**config.mk**
```make
export PLATFORM = sky130hd
export DESIGN_NAME = cfg_serial_port
export DESIGN_NICKNAME = d
export VERILOG_FILES = /design/src/rtl/cfg_port_pkg.sv /design/src/rtl/cfg_sync.sv /design/src/rtl/cfg_shift.sv /design/src/rtl/cfg_commit.sv /design/src/rtl/cfg_serial_port.sv
export SDC_FILE = /design/constraint.sdc
export NUM_CORES = 1
export LEC_CHECK = 0
export BUFFER_PORTS_ARGS = -buffer_cell sky130_fd_sc_hd__clkbuf_2
export CAP_MARGIN = 20
export CORE_ASPECT_RATIO = 1.4
export CORE_UTILIZATION = 55
export DETAILED_ROUTE_END_ITERATION = 8
export MAX_ROUTING_LAYER = met4
export PLACE_DENSITY = 0.79
export SYNTH_ARGS = -nofsm -noshare
export SYNTH_HDL_FRONTEND = slang
export SYNTH_SLANG_ARGS = --single-unit
export TNS_END_PERCENT = 20
```
**constraint.sdc**
```tcl
create_clock -name clk -period 4.7 [get_ports clk]
set_clock_uncertainty 0.1 [all_clocks]
set_input_delay 0.235 -clock clk [delete_from_list [all_inputs] [get_ports clk]]
set_output_delay 0.235 -clock clk [all_outputs]
set_load 0.02 [all_outputs]
```
**src/rtl/cfg_port_pkg.sv**
```systemverilog
package cfg_port_pkg;

  localparam int DAC_W    = 6;
  localparam int RANGE_W  = 2;
  localparam int BLANK_W  = 2;
  localparam int OFF_W    = 5;
  localparam int FAST_W   = 4;
  localparam int CLKSEL_W = 2;
  localparam int RECT_W   = 2;
  localparam int SPARE_W  = 2;

  // Data register layout, most significant field first
  typedef struct packed {
    logic [RANGE_W-1:0] range_sel;
    logic               b2_slow;
    logic               b2_dir;
    logic [DAC_W-1:0]   b2_level;
    logic               b1_slow;
    logic               b1_dir;
    logic [DAC_W-1:0]   b1_level;
  } data_fields_t;

  // Control register layout, most significant field first
  typedef struct packed {
    logic                run;
    logic [SPARE_W-1:0]  spare;
    logic [RECT_W-1:0]   rect_mode;
    logic [CLKSEL_W-1:0] clk_sel;
    logic [FAST_W-1:0]   fast_time;
    logic [OFF_W-1:0]    off_time;
    logic [BLANK_W-1:0]  blank_sel;
  } ctrl_fields_t;

  localparam int PAY_W  = $bits(data_fields_t);
  localparam int WORD_W = PAY_W + 1;

endpackage

```
**src/rtl/cfg_sync.sv**
```systemverilog
module cfg_sync #(
  parameter int         W       = 4,
  parameter int         STAGES  = 2,
  parameter logic [W-1:0] RST_VAL = '0
) (
  input  logic         clk,
  input  logic         rst_n,
  input  logic [W-1:0] async_i,
  output logic [W-1:0] level_o
);

  logic [STAGES-1:0][W-1:0] chain_q;
  logic [STAGES-1:0][W-1:0] chain_d;

  always_comb begin
    chain_d = {chain_q[STAGES-2:0], async_i};
  end

  always_ff @(posedge clk or negedge rst_n) begin
    if (!rst_n) begin
      chain_q <= {STAGES{RST_VAL}};
    end else begin
      chain_q <= chain_d;
    end
  end

  assign level_o = chain_q[STAGES-1];

endmodule

```
**src/rtl/cfg_shift.sv**
```systemverilog
module cfg_shift #(
  parameter int WORD_W = 19
) (
  input  logic              clk,
  input  logic              rst_n,
  input  logic              shift_en_i,
  input  logic              sdi_i,
  input  logic              out_en_i,
  output logic [WORD_W-1:0] word_o,
  output logic              sdo_o
);

  logic [WORD_W-1:0] shreg_q, shreg_d;
  logic              sdo_q, sdo_d;

  always_comb begin
    shreg_d = {shreg_q[WORD_W-2:0], sdi_i};
    sdo_d   = shreg_q[WORD_W-1];
  end

  always_ff @(posedge clk or negedge rst_n) begin
    if (!rst_n) begin
      shreg_q <= '0;
    end else if (shift_en_i) begin
      shreg_q <= shreg_d;
    end
  end

  always_ff @(posedge clk or negedge rst_n) begin
    if (!rst_n) begin
      sdo_q <= 1'b0;
    end else if (out_en_i) begin
      sdo_q <= sdo_d;
    end
  end

  assign word_o = shreg_q;
  assign sdo_o  = sdo_q;

endmodule

```
**src/rtl/cfg_commit.sv**
```systemverilog
module cfg_commit #(
  parameter int WORD_W = 19,
  localparam int PAY_W = WORD_W - 1
) (
  input  logic              clk,
  input  logic              rst_n,
  input  logic              commit_i,
  input  logic              lock_i,
  input  logic [WORD_W-1:0] word_i,
  output logic [PAY_W-1:0]  data_q_o,
  output logic [PAY_W-1:0]  ctrl_q_o,
  output logic              data_upd_o,
  output logic              ctrl_upd_o
);

  logic [PAY_W-1:0] data_q, data_d, ctrl_q, ctrl_d;
  logic             dupd_q, dupd_d, cupd_q, cupd_d;
  logic             to_ctrl;

  assign to_ctrl = word_i[0];

  always_comb begin
    data_d = data_q;
    ctrl_d = ctrl_q;
    dupd_d = 1'b0;
    cupd_d = 1'b0;
    if (commit_i) begin
      if (!to_ctrl) begin
        data_d = word_i[WORD_W-1:1];
        dupd_d = 1'b1;
      end else if (!lock_i) begin
        ctrl_d = word_i[WORD_W-1:1];
        cupd_d = 1'b1;
      end
    end
  end

  always_ff @(posedge clk or negedge rst_n) begin
    if (!rst_n) begin
      data_q <= '0;
      ctrl_q <= '0;
    end else if (commit_i) begin
      data_q <= data_d;
      ctrl_q <= ctrl_d;
    end
  end

  always_ff @(posedge clk or negedge rst_n) begin
    if (!rst_n) begin
      dupd_q <= 1'b0;
      cupd_q <= 1'b0;
    end else begin
      dupd_q <= dupd_d;
      cupd_q <= cupd_d;
    end
  end

  assign data_q_o   = data_q;
  assign ctrl_q_o   = ctrl_q;
  assign data_upd_o = dupd_q;
  assign ctrl_upd_o = cupd_q;

endmodule

```
**src/rtl/cfg_serial_port.sv**
```systemverilog
module cfg_serial_port
  import cfg_port_pkg::*;
#(
  parameter int SYNC_STAGES = 2
) (
  input  logic                clk,
  input  logic                rst_n,
  input  logic                sck_i,
  input  logic                sdi_i,
  input  logic                strobe_i,
  input  logic                wlock_i,
  output logic                sdo_o,
  output logic                data_upd_o,
  output logic                ctrl_upd_o,
  output logic [DAC_W-1:0]    b1_level_o,
  output logic                b1_dir_o,
  output logic                b1_slow_o,
  output logic [DAC_W-1:0]    b2_level_o,
  output logic                b2_dir_o,
  output logic                b2_slow_o,
  output logic [RANGE_W-1:0]  range_sel_o,
  output logic [BLANK_W-1:0]  blank_sel_o,
  output logic [OFF_W-1:0]    off_time_o,
  output logic [FAST_W-1:0]   fast_time_o,
  output logic [CLKSEL_W-1:0] clk_sel_o,
  output logic [RECT_W-1:0]   rect_mode_o,
  output logic [SPARE_W-1:0]  ctrl_spare_o,
  output logic                run_o
);

  localparam int IN_W = 4;
  // Input order in the synchroniser: {lock, strobe, data, clock}
  localparam logic [IN_W-1:0] IN_RST = 4'b1100;

  // Reset: asynchronous assertion, synchronous release
  logic rst_meta_q, rst_sync_n;

  always_ff @(posedge clk or negedge rst_n) begin
    if (!rst_n) begin
      rst_meta_q <= 1'b0;
      rst_sync_n <= 1'b0;
    end else begin
      rst_meta_q <= 1'b1;
      rst_sync_n <= rst_meta_q;
    end
  end

  logic [IN_W-1:0] in_lvl;
  logic            sck_lvl, sdi_lvl, str_lvl, wlock_lvl;

  cfg_sync #(.W(IN_W), .STAGES(SYNC_STAGES), .RST_VAL(IN_RST)) u_sync (
    .clk     (clk),
    .rst_n   (rst_sync_n),
    .async_i ({wlock_i, strobe_i, sdi_i, sck_i}),
    .level_o (in_lvl)
  );

  assign {wlock_lvl, str_lvl, sdi_lvl, sck_lvl} = in_lvl;

  // Edge detection on serial clock and strobe
  logic sck_prev_q, str_prev_q;
  logic sck_rise, sck_fall, str_rise;

  always_ff @(posedge clk or negedge rst_sync_n) begin
    if (!rst_sync_n) begin
      sck_prev_q <= 1'b0;
      str_prev_q <= 1'b1;
    end else begin
      sck_prev_q <= sck_lvl;
      str_prev_q <= str_lvl;
    end
  end

  assign sck_rise = sck_lvl & ~sck_prev_q;
  assign sck_fall = ~sck_lvl & sck_prev_q;
  assign str_rise = str_lvl & ~str_prev_q;

  logic              shift_en, out_en;
  logic [WORD_W-1:0] word;

  assign shift_en = sck_rise & ~str_lvl;
  assign out_en   = sck_fall | str_lvl;

  cfg_shift #(.WORD_W(WORD_W)) u_shift (
    .clk        (clk),
    .rst_n      (rst_sync_n),
    .shift_en_i (shift_en),
    .sdi_i      (sdi_lvl),
    .out_en_i   (out_en),
    .word_o     (word),
    .sdo_o      (sdo_o)
  );

  logic [PAY_W-1:0] data_q, ctrl_q;

  cfg_commit #(.WORD_W(WORD_W)) u_commit (
    .clk        (clk),
    .rst_n      (rst_sync_n),
    .commit_i   (str_rise),
    .lock_i     (wlock_lvl),
    .word_i     (word),
    .data_q_o   (data_q),
    .ctrl_q_o   (ctrl_q),
    .data_upd_o (data_upd_o),
    .ctrl_upd_o (ctrl_upd_o)
  );

  data_fields_t dfld;
  ctrl_fields_t cfld;

  assign dfld = data_fields_t'(data_q);
  assign cfld = ctrl_fields_t'(ctrl_q);

  assign b1_level_o   = dfld.b1_level;
  assign b1_dir_o     = dfld.b1_dir;
  assign b1_slow_o    = dfld.b1_slow;
  assign b2_level_o   = dfld.b2_level;
  assign b2_dir_o     = dfld.b2_dir;
  assign b2_slow_o    = dfld.b2_slow;
  assign range_sel_o  = dfld.range_sel;
  assign blank_sel_o  = cfld.blank_sel;
  assign off_time_o   = cfld.off_time;
  assign fast_time_o  = cfld.fast_time;
  assign clk_sel_o    = cfld.clk_sel;
  assign rect_mode_o  = cfld.rect_mode;
  assign ctrl_spare_o = cfld.spare;
  assign run_o        = cfld.run;

endmodule

```
* Word-level counts from Yosys, hierarchy flattened
Cells that the tools add are included.
** Word-level totals
- Register bits after elaboration :: 70
- Output and inout bits :: 39
- Logic and storage cells :: 30
** Operators by class
- Mux-type cells :: 5
- Bitwise operators :: 11
- Reduce and logical (&&, ||, !) cells :: 2
** Operator list (count)
- $not A1 Y1 :: 6
- $mux W1 :: 5
- $and A1 B1 Y1 :: 4
- $reduce_and A3 Y1 :: 1
- $reduce_and A2 Y1 :: 1
- $or A1 B1 Y1 :: 1

* Logic depth before layout (Yosys ltp)
Gate-level depths: netlist of the first run.
- Depth in word-level cells :: 3
- Mapped depth :: 4
- Mapped depth without buffers :: 3

* Hierarchy
Synthesis of the first run repeated with hierarchy kept, for this count alone.
** Unflattened totals
- Cell total of the unflattened synthesis :: 140
- Area total of the unflattened synthesis :: 2632.5 sq um
** Modules (own cells, without submodules)
- cfg_commit :: instances 1, cells an instance 81, area each 1498.9 sq um
- cfg_shift :: instances 1, cells an instance 42, area each 794.5 sq um
- cfg_sync :: instances 1, cells an instance 8, area each 205.2 sq um
- cfg_serial_port :: instances 1, cells an instance 9, area each 133.9 sq um

* Least setup slack after synthesis of the first run
OpenSTA, ideal clock, no wires.
- Path type :: reg-to-reg
- Start point :: register u_sync.chain_q (netlist bit u_sync.level_o[2])
- End point :: register u_commit.ctrl_q[0] (netlist: u_commit.ctrl_q_o[0])
- Data arrival time :: 1363 ps
- Slack :: 3113 ps
- Stages on the path, launching flop included :: 5
- Clock period less this slack :: 1587 ps
- Path through :: dfstp_2 > and4bb_1 > buf_6 > buf_6 > mux2_2
** On the way
- Longest elaborated chain between the ends :: 2
** Ends and longest elaborated chain
- from (decl) :: RTL line cfg_sync.sv:12 : logic [STAGES-1:0][W-1:0] chain_q;
- from (signal assigned) :: RTL line cfg_sync.sv:21 : chain_q <= {STAGES{RST_VAL}};
- from (signal assigned) :: RTL line cfg_sync.sv:23 : chain_q <= chain_d;
- $and A1 B1 Y1 :: RTL line cfg_serial_port.sv:76 : assign str_rise = str_lvl & ~str_prev_q;
- $reduce_and A3 Y1 (no source line)
- to (signal assigned) :: RTL line cfg_commit.sv:44 : ctrl_q <= ctrl_d;
- to (decl) :: RTL line cfg_commit.sv:16 : logic [PAY_W-1:0] data_q, data_d, ctrl_q, ctrl_d;
Every way passes these cells.
A chain may end at the register's enable or synchronous reset.

* Worst setup path in the final report of the first run
- Start point :: register u_sync.chain_q (netlist bit u_sync.level_o[2])
- End point :: register u_commit.data_q[8] (netlist: u_commit.data_q_o[8])
** On the way
- Longest elaborated chain between the ends :: 2
** Ends and longest elaborated chain
- $and A1 B1 Y1 :: RTL line cfg_serial_port.sv:76
- $reduce_and A2 Y1 (no source line)
- to (signal assigned) :: RTL line cfg_commit.sv:43 : data_q <= data_d;
- to (decl) :: RTL line cfg_commit.sv:16
Every way passes these cells.

==> impl_metrics.py, run 1 <==
metrics = {
    "detailed_routing": {
        "drt_wl_total_um": 3832,
        "routed_via_density": 5.000,
        "vias": 1290,
        "wire_per_inst_um": 14.85,
        "drt_iter0_markers": 41,
        "drc_errors": 0,
        "firstDrtPassIters": 4,
        "ant_nets": 0,
    },
    "clock_network": {
        "clock_sinks": 70,
        "cts_resized": 0,
        "cts_root_buf": "clkbuf_8",
        "htree_levels": 3,
        "post_cts_buffers": 0,
        "cts_buffers": 9,
        "cts_tree": "built",
        "path_clk_slew_ps": 60,
        "clockBufferDepth": 2,
        "clk_latency_ps": 330,
        "postCtsHoldBufs": 5,
    },
    "synth": {
        "synth_seq_cells": 70,
        "synthFlopType": "dfrtp_1",
        "synthCells": 137,
        "ys_warn_count": 0,
        "synthTopCellsByCount": "dfrtp_1, mux2_2, dfstp_2, buf_6, mux2_4",
        "yosys.cell_count.top_type": "dfrtp_1",
        "netlist_top_cells_area": "dfrtp_1, mux2_2, dfstp_2",
        "synth_area_per_cell_sq_um": 18.29,
        "async_reset_ff_share_pct": 100.0,
        "ys_seq_area_share_pct": 70.14,
        "syn-cell-area_sq_um": 2506,
        "yosysTopAreaCell": "dfrtp_1",
        "synth.net_count": 143,
        "netlist-cell-type-count": 14,
        "synth-edff-count": 0,
        "yosysTopAreaCellShare_pct": 64.90,
    },
    "setup_path": {
        "reg2reg_to": "u_commit.data_q_o[8]$_DFFE_PN0P_",
        "crit_path_end_kind": "register",
        "r2r-start": "u_sync.level_o[2]$_DFF_PN1_",
        "cp.required_ps": 4810,
        "cp_num_buf_inv": 1,
        "critPathMaxStageDelay_ps": 640,
        "crit_path_cell_trace": "nor3b_2 -> buf_4 -> mux2_2",
        "path_delay_family": "simple AND/OR/NAND/NOR gates",
        "cp.arrival_ps": 2230,
        "rrSetupSlack_ps": 2580,
        "worstSetupStartpointType": "register",
        "cp_max_fo": 11,
        "crit_type": "reg -> reg",
        "r2r_cells": 3,
        "cp_slowest_cell": "nor3b_2",
    },
    "final_layout": {
        "area_growth_pct": 18.87,
        "design_area_sq_um": 2979,
        "multi_input_comb_area_sq_um": 688.2,
        "diodes": 0,
        "final-seq-area_sq_um": 1759,
        "num-fill-cells": 308,
        "drive_above_1_share_pct": 61.11,
        "nNetsFinal": 200,
    },
    "timing": {
        "rsz0062_at_grt": "false",
        "period_minus_slack_ps": 2125,
        "slew_violations": 0,
        "finalHoldViolCount": 0,
        "max_freq_mhz": 470.7,
        "worstMarginPinSlew_ps": 921.0,
        "slew_headroom_pct": 38.60,
        "final-setup-viol-count": 0,
        "fin_setup_tns_ps": 0,
        "fin_crit_sh_pct": 45.20,
    },
    "min_path": {
        "min_path_type": "in -> async",
    },
    "die": {
        "design.die.area_sq_um": 4834,
        "ios": 45,
        "initial_core_util_pct": 58.16,
        "die_x_um": 59.05,
        "fp.dieH_um": 81.87,
        "rows": 28,
        "core_sq_um": 4309,
    },
    "global_route": {
        "grt_pass1_wl_um": 6341,
        "grt_antenna_before_repair": 0,
        "grt_pass1_vias": 1362,
        "track_usage_pct": 19.10,
        "grt_max_degree": 69,
        "grt-ovfl-total": 0,
    },
    "placement": {
        "dp_hpwl_um": 2510,
        "gp_congestion": 0.7258,
        "placed_area_sq_um": 2761,
        "port-buffer-count": 44,
    },
    "power_and_ir_drop": {
        "p_leak_nw": 1.536,
        "cellPowerDensity_nw_per_um2": 479.9,
        "max-vdd-ir-drop_mv": 0.3208,
    },
    "status": {
        "status": "complete, no violations",
    },
    "flow_run": {
        "max-cap-violations": 0,
    },
}
## layout make-up
cell class / count / area share [%]
Timing Repair Buffer: 51 / 9.576
Clock inverter: 1 / 0.1680
Clock buffer: 14 / 5.460
Tap cell: 60 / 2.520
Sequential cell: 70 / 59.05
Multi-Input combinational cell: 61 / 23.10
Inverter: 1 / 0.1260
## how the worst max path moves through the flow
stage | startpoint | end | slack (ps) | cells after the start
floorplan | rst_sync_n$_DFF_PN0_ | sck_prev_q$_DFF_PN0_ | 2520 | 0
global placement | u_sync.level_o[2]$_DFF_PN1_ | u_commit.data_q_o[9]$_DFFE_PN0P_ | 2580 | 3
detailed placement | u_sync.level_o[2]$_DFF_PN1_ | u_commit.data_q_o[8]$_DFFE_PN0P_ | 2570 | 3
CTS | u_sync.level_o[2]$_DFF_PN1_ | u_commit.data_q_o[8]$_DFFE_PN0P_ | 2570 | 3
global route | u_sync.level_o[2]$_DFF_PN1_ | u_commit.data_q_o[8]$_DFFE_PN0P_ | 2470 | 3
finish | u_sync.level_o[2]$_DFF_PN1_ | u_commit.data_q_o[8]$_DFFE_PN0P_ | 2580 | 3
## metrics by stage
stage	hold WS, ps	std cells	setup WS, ps	util [%]	power (mW)
after floorplan	-160.6	137	2515	-	0.9384
after global placement	-79.55	238	2583	64.08	1.017
after detailed placement	-77.47	238	2570	64.08	1.031
after CTS	106.8	258	2568	69.13	1.454
after global routing	141.6	258	2471	69.13	1.500
final	134.9	258	2575	69.13	1.430
## cells in the final DEF (no fill, tap or decap)
master / n
mux2_4: 2
dfstp_2: 5
and4bb_1: 1
mux2_2: 53
inv_1: 1
dlygate4sd3_1: 5
clkbuf_1: 3
nor3b_2: 1
a21oi_1: 1
nor3_4: 1
dfrtp_2: 1
clkinv_2: 1
mux2_1: 1
clkbuf_8: 11
dfrtp_1: 64
clkbuf_2: 44
buf_4: 2
conb_1: 1
## routing by layer
layer | GRT usage [%] | up-vias | part of all wire [%]
li1 | - | 586 | -
met2 | 28.07 | 36 | 52
met5 | - | - | 0
met1 | 23.97 | 663 | 43
met3 | 5.984 | 5 | 3.7
met4 | 9.524 | 0 | 1.4
## kinds of logic after synthesis
group / after synthesis / share of synthesized area (%)
AND/OR/NAND/NOR: 3 / 1.648
flip-flops: 70 / 70.14
multiplexers: 56 / 25.46
buffers and inverters: 6 / 2.396
other: 1 / 0.1496
AO/OA/AOI/OAI: 1 / 0.1995
## power breakdown
part           switching (mW)  total, mW  leakage (nW)  internal (mW)
clock                   0.193      0.411        0.0865          0.217
combinational           0.137      0.256         0.534          0.119
sequential             0.0645      0.763         0.915          0.699
## state kept, by name (all words and copies together), names as in the netlist
register	count
u_sync.chain_d	4
u_commit.data_q_o	18
sck_prev_q	1
u_shift.sdo_o	1
rst_sync_n	1
u_commit.data_upd_o	1
u_commit.ctrl_upd_o	1
rst_meta_q	1
str_prev_q	1
u_shift.word_o	19
u_sync.level_o	4
u_commit.ctrl_q_o	18
No activity file was read; power rests on OpenSTA's default activity.
==> inputs of run 2 (changes only) <==
--- a/config.mk
+++ b/config.mk
@@ -8,10 +8,10 @@
 export BUFFER_PORTS_ARGS = -buffer_cell sky130_fd_sc_hd__clkbuf_2
 export CAP_MARGIN = 20
 export CORE_ASPECT_RATIO = 1.4
-export CORE_UTILIZATION = 55
+export CORE_UTILIZATION = 54
 export DETAILED_ROUTE_END_ITERATION = 8
 export MAX_ROUTING_LAYER = met4
-export PLACE_DENSITY = 0.79
+export PLACE_DENSITY = 0.78
 export SYNTH_ARGS = -nofsm -noshare
 export SYNTH_HDL_FRONTEND = slang
 export SYNTH_SLANG_ARGS = --single-unit
==> constraint.sdc (replaced) <==
create_clock -name clk -period 2.2 [get_ports clk]
set_clock_uncertainty 0.1 [all_clocks]
set_input_delay 0.11 -clock clk [delete_from_list [all_inputs] [get_ports clk]]
set_output_delay 0.11 -clock clk [all_outputs]
set_load 0.02 [all_outputs]
==> run 2 against run 1 <==
Compared with the run above:
- routed wire length up 3.7%
- via count grew 4.0%
- utilization is 1.4 points lower
- first-iteration DRC count is 32% lower
- global-route usage up 0.17 points
- flip-flop and latch count stayed put
- highest routed layer unchanged
==> impl_metrics.py, run 2 (same netlist as run 1, synthesis figures left out) <==
metrics = {
    "detailed_routing": {
        "wl_met1_um": 1637,
        "vias": 1342,
        "routed-wl-met3_um": 153,
        "routed.top_layer": "met4",
        "drc_errors": 0,
        "drt_iter0_markers": 28,
        "wire_per_inst_um": 14.94,
        "firstDrtPassIters": 4,
        "ant_nets": 0,
        "drt_wl_total_um": 3973,
        "route.met2.wl_um": 2059,
        "routed_via_density": 5.045,
    },
    "setup_path": {
        "crit_path_end_kind": "register",
        "r2r_cells": 3,
        "cp_max_fo": 11,
        "r2r-start": "u_sync.level_o[2]$_DFF_PN1_",
        "cp.arrival_ps": 1740,
        "crit_path_cell_trace": "nor3b_4 -> buf_4 -> mux2_2",
        "rrSetupSlack_ps": 580,
        "worstSetupStartpointType": "register",
        "critPathMaxStageDelay_ps": 590,
        "crit_start": "u_sync.level_o[2]$_DFF_PN1_",
        "cp.required_ps": 2310,
        "reg2reg_to": "u_commit.data_q_o[10]$_DFFE_PN0P_",
        "crit_type": "reg -> reg",
        "cp_slowest_cell": "dfstp_2",
        "timing.critical_path.to": "u_commit.data_q_o[10]$_DFFE_PN0P_",
    },
    "power_and_ir_drop": {
        "power_mw": 3.045,
        "p_leak_nw": 1.570,
        "max-vdd-ir-drop_mv": 0.5385,
        "cellPowerDensity_nw_per_um2": 999.2,
    },
    "flow_run": {
        "max-cap-violations": 0,
    },
    "min_path": {
        "min_path_type": "reg -> async",
    },
    "clock_network": {
        "cts_tree": "built",
        "cts_resized": 0,
        "cts_root_buf": "clkbuf_8",
        "clockBufferDepth": 2,
        "clk_latency_ps": 330,
        "path_clk_slew_ps": 60,
        "cts_buffers": 9,
        "htree_levels": 3,
        "clock_sinks": 70,
    },
    "die": {
        "rows": 29,
        "ios": 45,
        "die_x_um": 59.58,
        "core_sq_um": 4499,
        "fp.dieH_um": 82.61,
        "design.die.area_sq_um": 4921,
        "initial_core_util_pct": 55.70,
    },
    "final_layout": {
        "design_area_sq_um": 3048,
        "final_common_cell": "dfrtp_1",
        "largest_reg_flops": 19,
        "area_growth_pct": 21.62,
        "diodes": 0,
        "drive_above_1_share_pct": 61.27,
        "final_cell_mix": "dfrtp_1, mux2_2, clkbuf_2, clkbuf_8, dlygate4sd3_1",
        "nNetsFinal": 205,
        "num-fill-cells": 337,
    },
    "timing": {
        "finalHoldViolCount": 0,
        "max_freq_mhz": 616.6,
        "rsz0062_at_grt": "false",
        "period_minus_slack_ps": 1622,
        "slew_violations": 0,
        "worstMarginPinSlew_ps": 587.0,
        "final-setup-viol-count": 0,
        "fin_setup_tns_ps": 0,
        "slew_headroom_pct": 60.87,
        "fin_crit_sh_pct": 73.72,
    },
    "placement": {
        "gp_congestion": 0.7234,
        "port-buffer-count": 44,
        "dp_hpwl_um": 2721,
        "placed_area_sq_um": 2825,
    },
    "global_route": {
        "grt_pass1_vias": 1371,
        "grt_max_degree": 43,
        "track_usage_pct": 19.27,
        "grt_antenna_before_repair": 0,
        "grt-ovfl-total": 0,
        "grt_pass1_wl_um": 6417,
    },
    "status": {
        "status": "complete, no violations",
    },
}
[run 2: changes by cell type in the layout (fill, tap and decap cells not counted), sizes merged]
cell,previous run,this run
buf,2,6
clkinv,1,2
dlygate4sd3,5,6
[run 2: worst min-delay path by stage]
stage                          from                                 to  slack (ps)  depth (start not counted)
2_1_floorplan                 rst_n               rst_meta_q$_DFF_PN0_        -290                          0
3_3_place_gp                  rst_n               rst_meta_q$_DFF_PN0_        -200                          1
6_report       rst_sync_n$_DFF_PN0_  u_commit.data_q_o[17]$_DFFE_PN0P_         170                          0
5_1_grt        rst_sync_n$_DFF_PN0_      u_shift.word_o[4]$_DFFE_PN0P_         230                          0
4_1_cts        rst_sync_n$_DFF_PN0_        u_sync.chain_d[4]$_DFF_PN0_         190                          0
3_5_place_dp                  rst_n               rst_meta_q$_DFF_PN0_        -200                          1
[run 2: power by group]
group / internal [mW] / switching (mW)
clock: 0.438 / 0.419
combinational: 0.265 / 0.283
sequential: 1.49 / 0.147
total: 2.20 / 0.850
[run 2: layout make-up]
class	instances	area [sq um]	area share, %
timing repair buffer	56	350.3	11.49
sequential	70	1759	57.72
multi-input combinational	61	694.4	22.78
tap	62	77.57	2.545
clock inverter	2	10.01	0.3284
clock buffer	14	152.6	5.008
inverter	1	3.754	0.1232
[run 2: what timing repair did]
action	4_1_cts	5_1_grt
endpoints found under the hold margin	6	0
hold buffers	6	0
setup buffers	0	0
[run 2: per-stage QoR]
step           utilization [%]  worst slack (ps)  hold WS (ps)  cells
2_1_floorplan                -             15.11        -285.6    137
3_3_place_gp             62.79             645.8        -204.0    244
3_5_place_dp             62.79             583.3        -200.1    244
4_1_cts                  67.74             572.3         194.8    266
5_1_grt                  67.74             525.8         229.4    266
6_report                 67.74             578.1         172.7    266
[run 2: routing by layer]
| metal | global-route usage [%] | vias to the layer above |
|---|---|---|
| met2 | 29.44 | 35 |
| met3 | 3.738 | 12 |
| met5 | - | - |
| li1 | - | 603 |
| met4 | 15.12 | 0 |
| met1 | 22.15 | 692 |
[run 2: critical path, delay by kind of cell (launching register included)]
family / cells / cell delay, ps
AND/OR/NAND/NOR: 1 / 220
buffers and inverters: 1 / 240
multiplexers: 1 / 360
flip-flops: 1 / 590
==> inputs of run 3 (changes only) <==
==> constraint.sdc (replaced) <==
create_clock -name clk -period 1.6 [get_ports clk]
set_clock_uncertainty 0.1 [all_clocks]
set_input_delay 0.08 -clock clk [delete_from_list [all_inputs] [get_ports clk]]
set_output_delay 0.08 -clock clk [all_outputs]
set_load 0.02 [all_outputs]
==> run 3 against run 2 <==
Compared with the run above:
- sequential power rose by 37%
- routed wire length rose by 0.70%
- global-route usage rose by 0.38 points
- flip-flop and latch count did not move
- via count did not move
==> impl_metrics.py, run 3 (same netlist as run 1, synthesis figures left out) <==
metrics = {
    "placement": {
        "gp_congestion": 0.7381,
        "placed_area_sq_um": 2843,
        "dp_hpwl_um": 2790,
        "port-buffer-count": 44,
    },
    "setup_path": {
        "cp_max_fo": 13,
        "r2r_cells": 3,
        "rrSetupSlack_ps": 50,
        "r2r-start": "u_sync.level_o[2]$_DFF_PN1_",
        "crit_start": "u_sync.level_o[2]$_DFF_PN1_",
        "cp.arrival_ps": 1660,
        "timing.critical_path.to": "u_commit.data_q_o[1]$_DFFE_PN0P_",
        "crit_path_end_kind": "register",
        "reg2reg_to": "u_commit.data_q_o[1]$_DFFE_PN0P_",
        "worstSetupStartpointType": "register",
        "cp.required_ps": 1720,
        "crit_type": "reg -> reg",
    },
    "timing": {
        "max_freq_mhz": 646.1,
        "rsz0062_at_grt": "false",
        "period_minus_slack_ps": 1548,
        "fin_setup_tns_ps": 0,
        "final-setup-viol-count": 0,
        "worstMarginPinSlew_ps": 535.2,
        "fin_crit_sh_pct": 96.74,
        "slew_violations": 0,
        "finalHoldViolCount": 0,
        "slew_headroom_pct": 64.32,
    },
    "clock_network": {
        "post_cts_buffers": 0,
        "clock_sinks": 70,
        "cts_tree": "built",
        "cts_root_buf": "clkbuf_8",
        "path_clk_slew_ps": 70,
        "cts_buffers": 9,
        "htree_levels": 3,
        "clk_latency_ps": 340,
        "clockBufferDepth": 2,
    },
    "detailed_routing": {
        "routed.top_layer": "met4",
        "firstDrtPassIters": 4,
        "wl_met1_um": 1679,
        "routed_via_density": 4.970,
        "ant_nets": 0,
        "wire_per_inst_um": 14.82,
        "vias": 1342,
        "drt_wl_total_um": 4001,
        "routed-wl-met3_um": 133,
        "route.met2.wl_um": 2089,
        "drt_iter0_markers": 11,
        "drc_errors": 0,
    },
    "die": {
        "core_sq_um": 4499,
        "rows": 29,
        "fp.dieH_um": 82.61,
        "ios": 45,
        "design.die.area_sq_um": 4921,
        "initial_core_util_pct": 55.70,
        "die_x_um": 59.58,
    },
    "global_route": {
        "track_usage_pct": 19.65,
        "grt_max_degree": 45,
        "grt_antenna_before_repair": 0,
        "grt-ovfl-total": 0,
        "grt_pass1_wl_um": 6527,
        "grt_pass1_vias": 1379,
    },
    "power_and_ir_drop": {
        "cellPowerDensity_nw_per_um2": 1414,
        "max-vdd-ir-drop_mv": 0.8117,
        "p_leak_nw": 1.598,
        "power_mw": 4.382,
    },
    "min_path": {
        "min_path_type": "reg -> async",
    },
    "final_layout": {
        "final_common_cell": "dfrtp_1",
        "design_area_sq_um": 3099,
        "final_cell_mix": "dfrtp_1, mux2_2, clkbuf_2, clkbuf_8, buf_4",
        "area_growth_pct": 23.66,
        "largest_reg_flops": 19,
        "drive_above_1_share_pct": 62.98,
        "diodes": 0,
        "nNetsFinal": 209,
    },
    "flow_run": {
        "max-cap-violations": 0,
    },
    "status": {
        "status": "complete, no violations",
    },
}
## run 3: cell type report
type                       instances  area [sq um]
inverter                           1         3.754
timing repair buffer              60         371.6
clock buffer                      12         145.1
multi-input combinational         61         694.4
sequential                        70          1759
tap                               62         77.57
clock inverter                     4         47.55
fill                             354          1400
## run 3: repair_timing
action                     in CTS  in global routing
setup endpoints to repair       0                  2
hold endpoints to repair        6                  0
hold buffers                    6                  0
resized for setup               0                  1
## run 3: how the worst min path moves through the flow
stage,cells after the start,endpoint,start
final,1,u_commit.data_q_o[4]$_DFFE_PN0P_,rst_sync_n$_DFF_PN0_
after global routing,1,u_shift.word_o[6]$_DFFE_PN0P_,rst_sync_n$_DFF_PN0_
after CTS,1,u_shift.word_o[18]$_DFFE_PN0P_,rst_sync_n$_DFF_PN0_
after detailed placement,1,rst_meta_q$_DFF_PN0_,rst_n
after global placement,1,rst_meta_q$_DFF_PN0_,rst_n
after floorplan,0,rst_meta_q$_DFF_PN0_,rst_n
## run 3: power by group
group | internal, mW | total (mW) | switching (mW)
clock | 0.758 | 1.36 | 0.604
combinational | 0.370 | 0.779 | 0.408
sequential | 2.05 | 2.24 | 0.189
total | 3.18 | 4.38 | 1.20
## run 3: metrics by stage
stage / hold slack [ps] / util, % / cells / setup WS (ps)
6_report: 139.4 / 68.88 / 270 / 52.17
3_3_place_gp: -233.2 / 63.18 / 248 / 91.32
3_5_place_dp: -230.5 / 63.18 / 248 / 53.71
4_1_cts: 152.6 / 68.80 / 270 / 46.77
5_1_grt: 163.5 / 68.88 / 270 / 9.324
2_1_floorplan: -315.6 / - / 137 / 12.71
## run 3: routing by layer
layer  global-route usage, %  vias to the layer above
met5                       -                        -
met4                   14.65                        0
met2                   30.11                       35
li1                        -                      609
met3                   3.738                       10
met1                   22.88                      688
## run 3: worst max-delay path, cell delays in order (launching register included)
cell and delay, ps:
dfstp_2 540, nor3b_4 260, buf_12 180, mux2_2 340
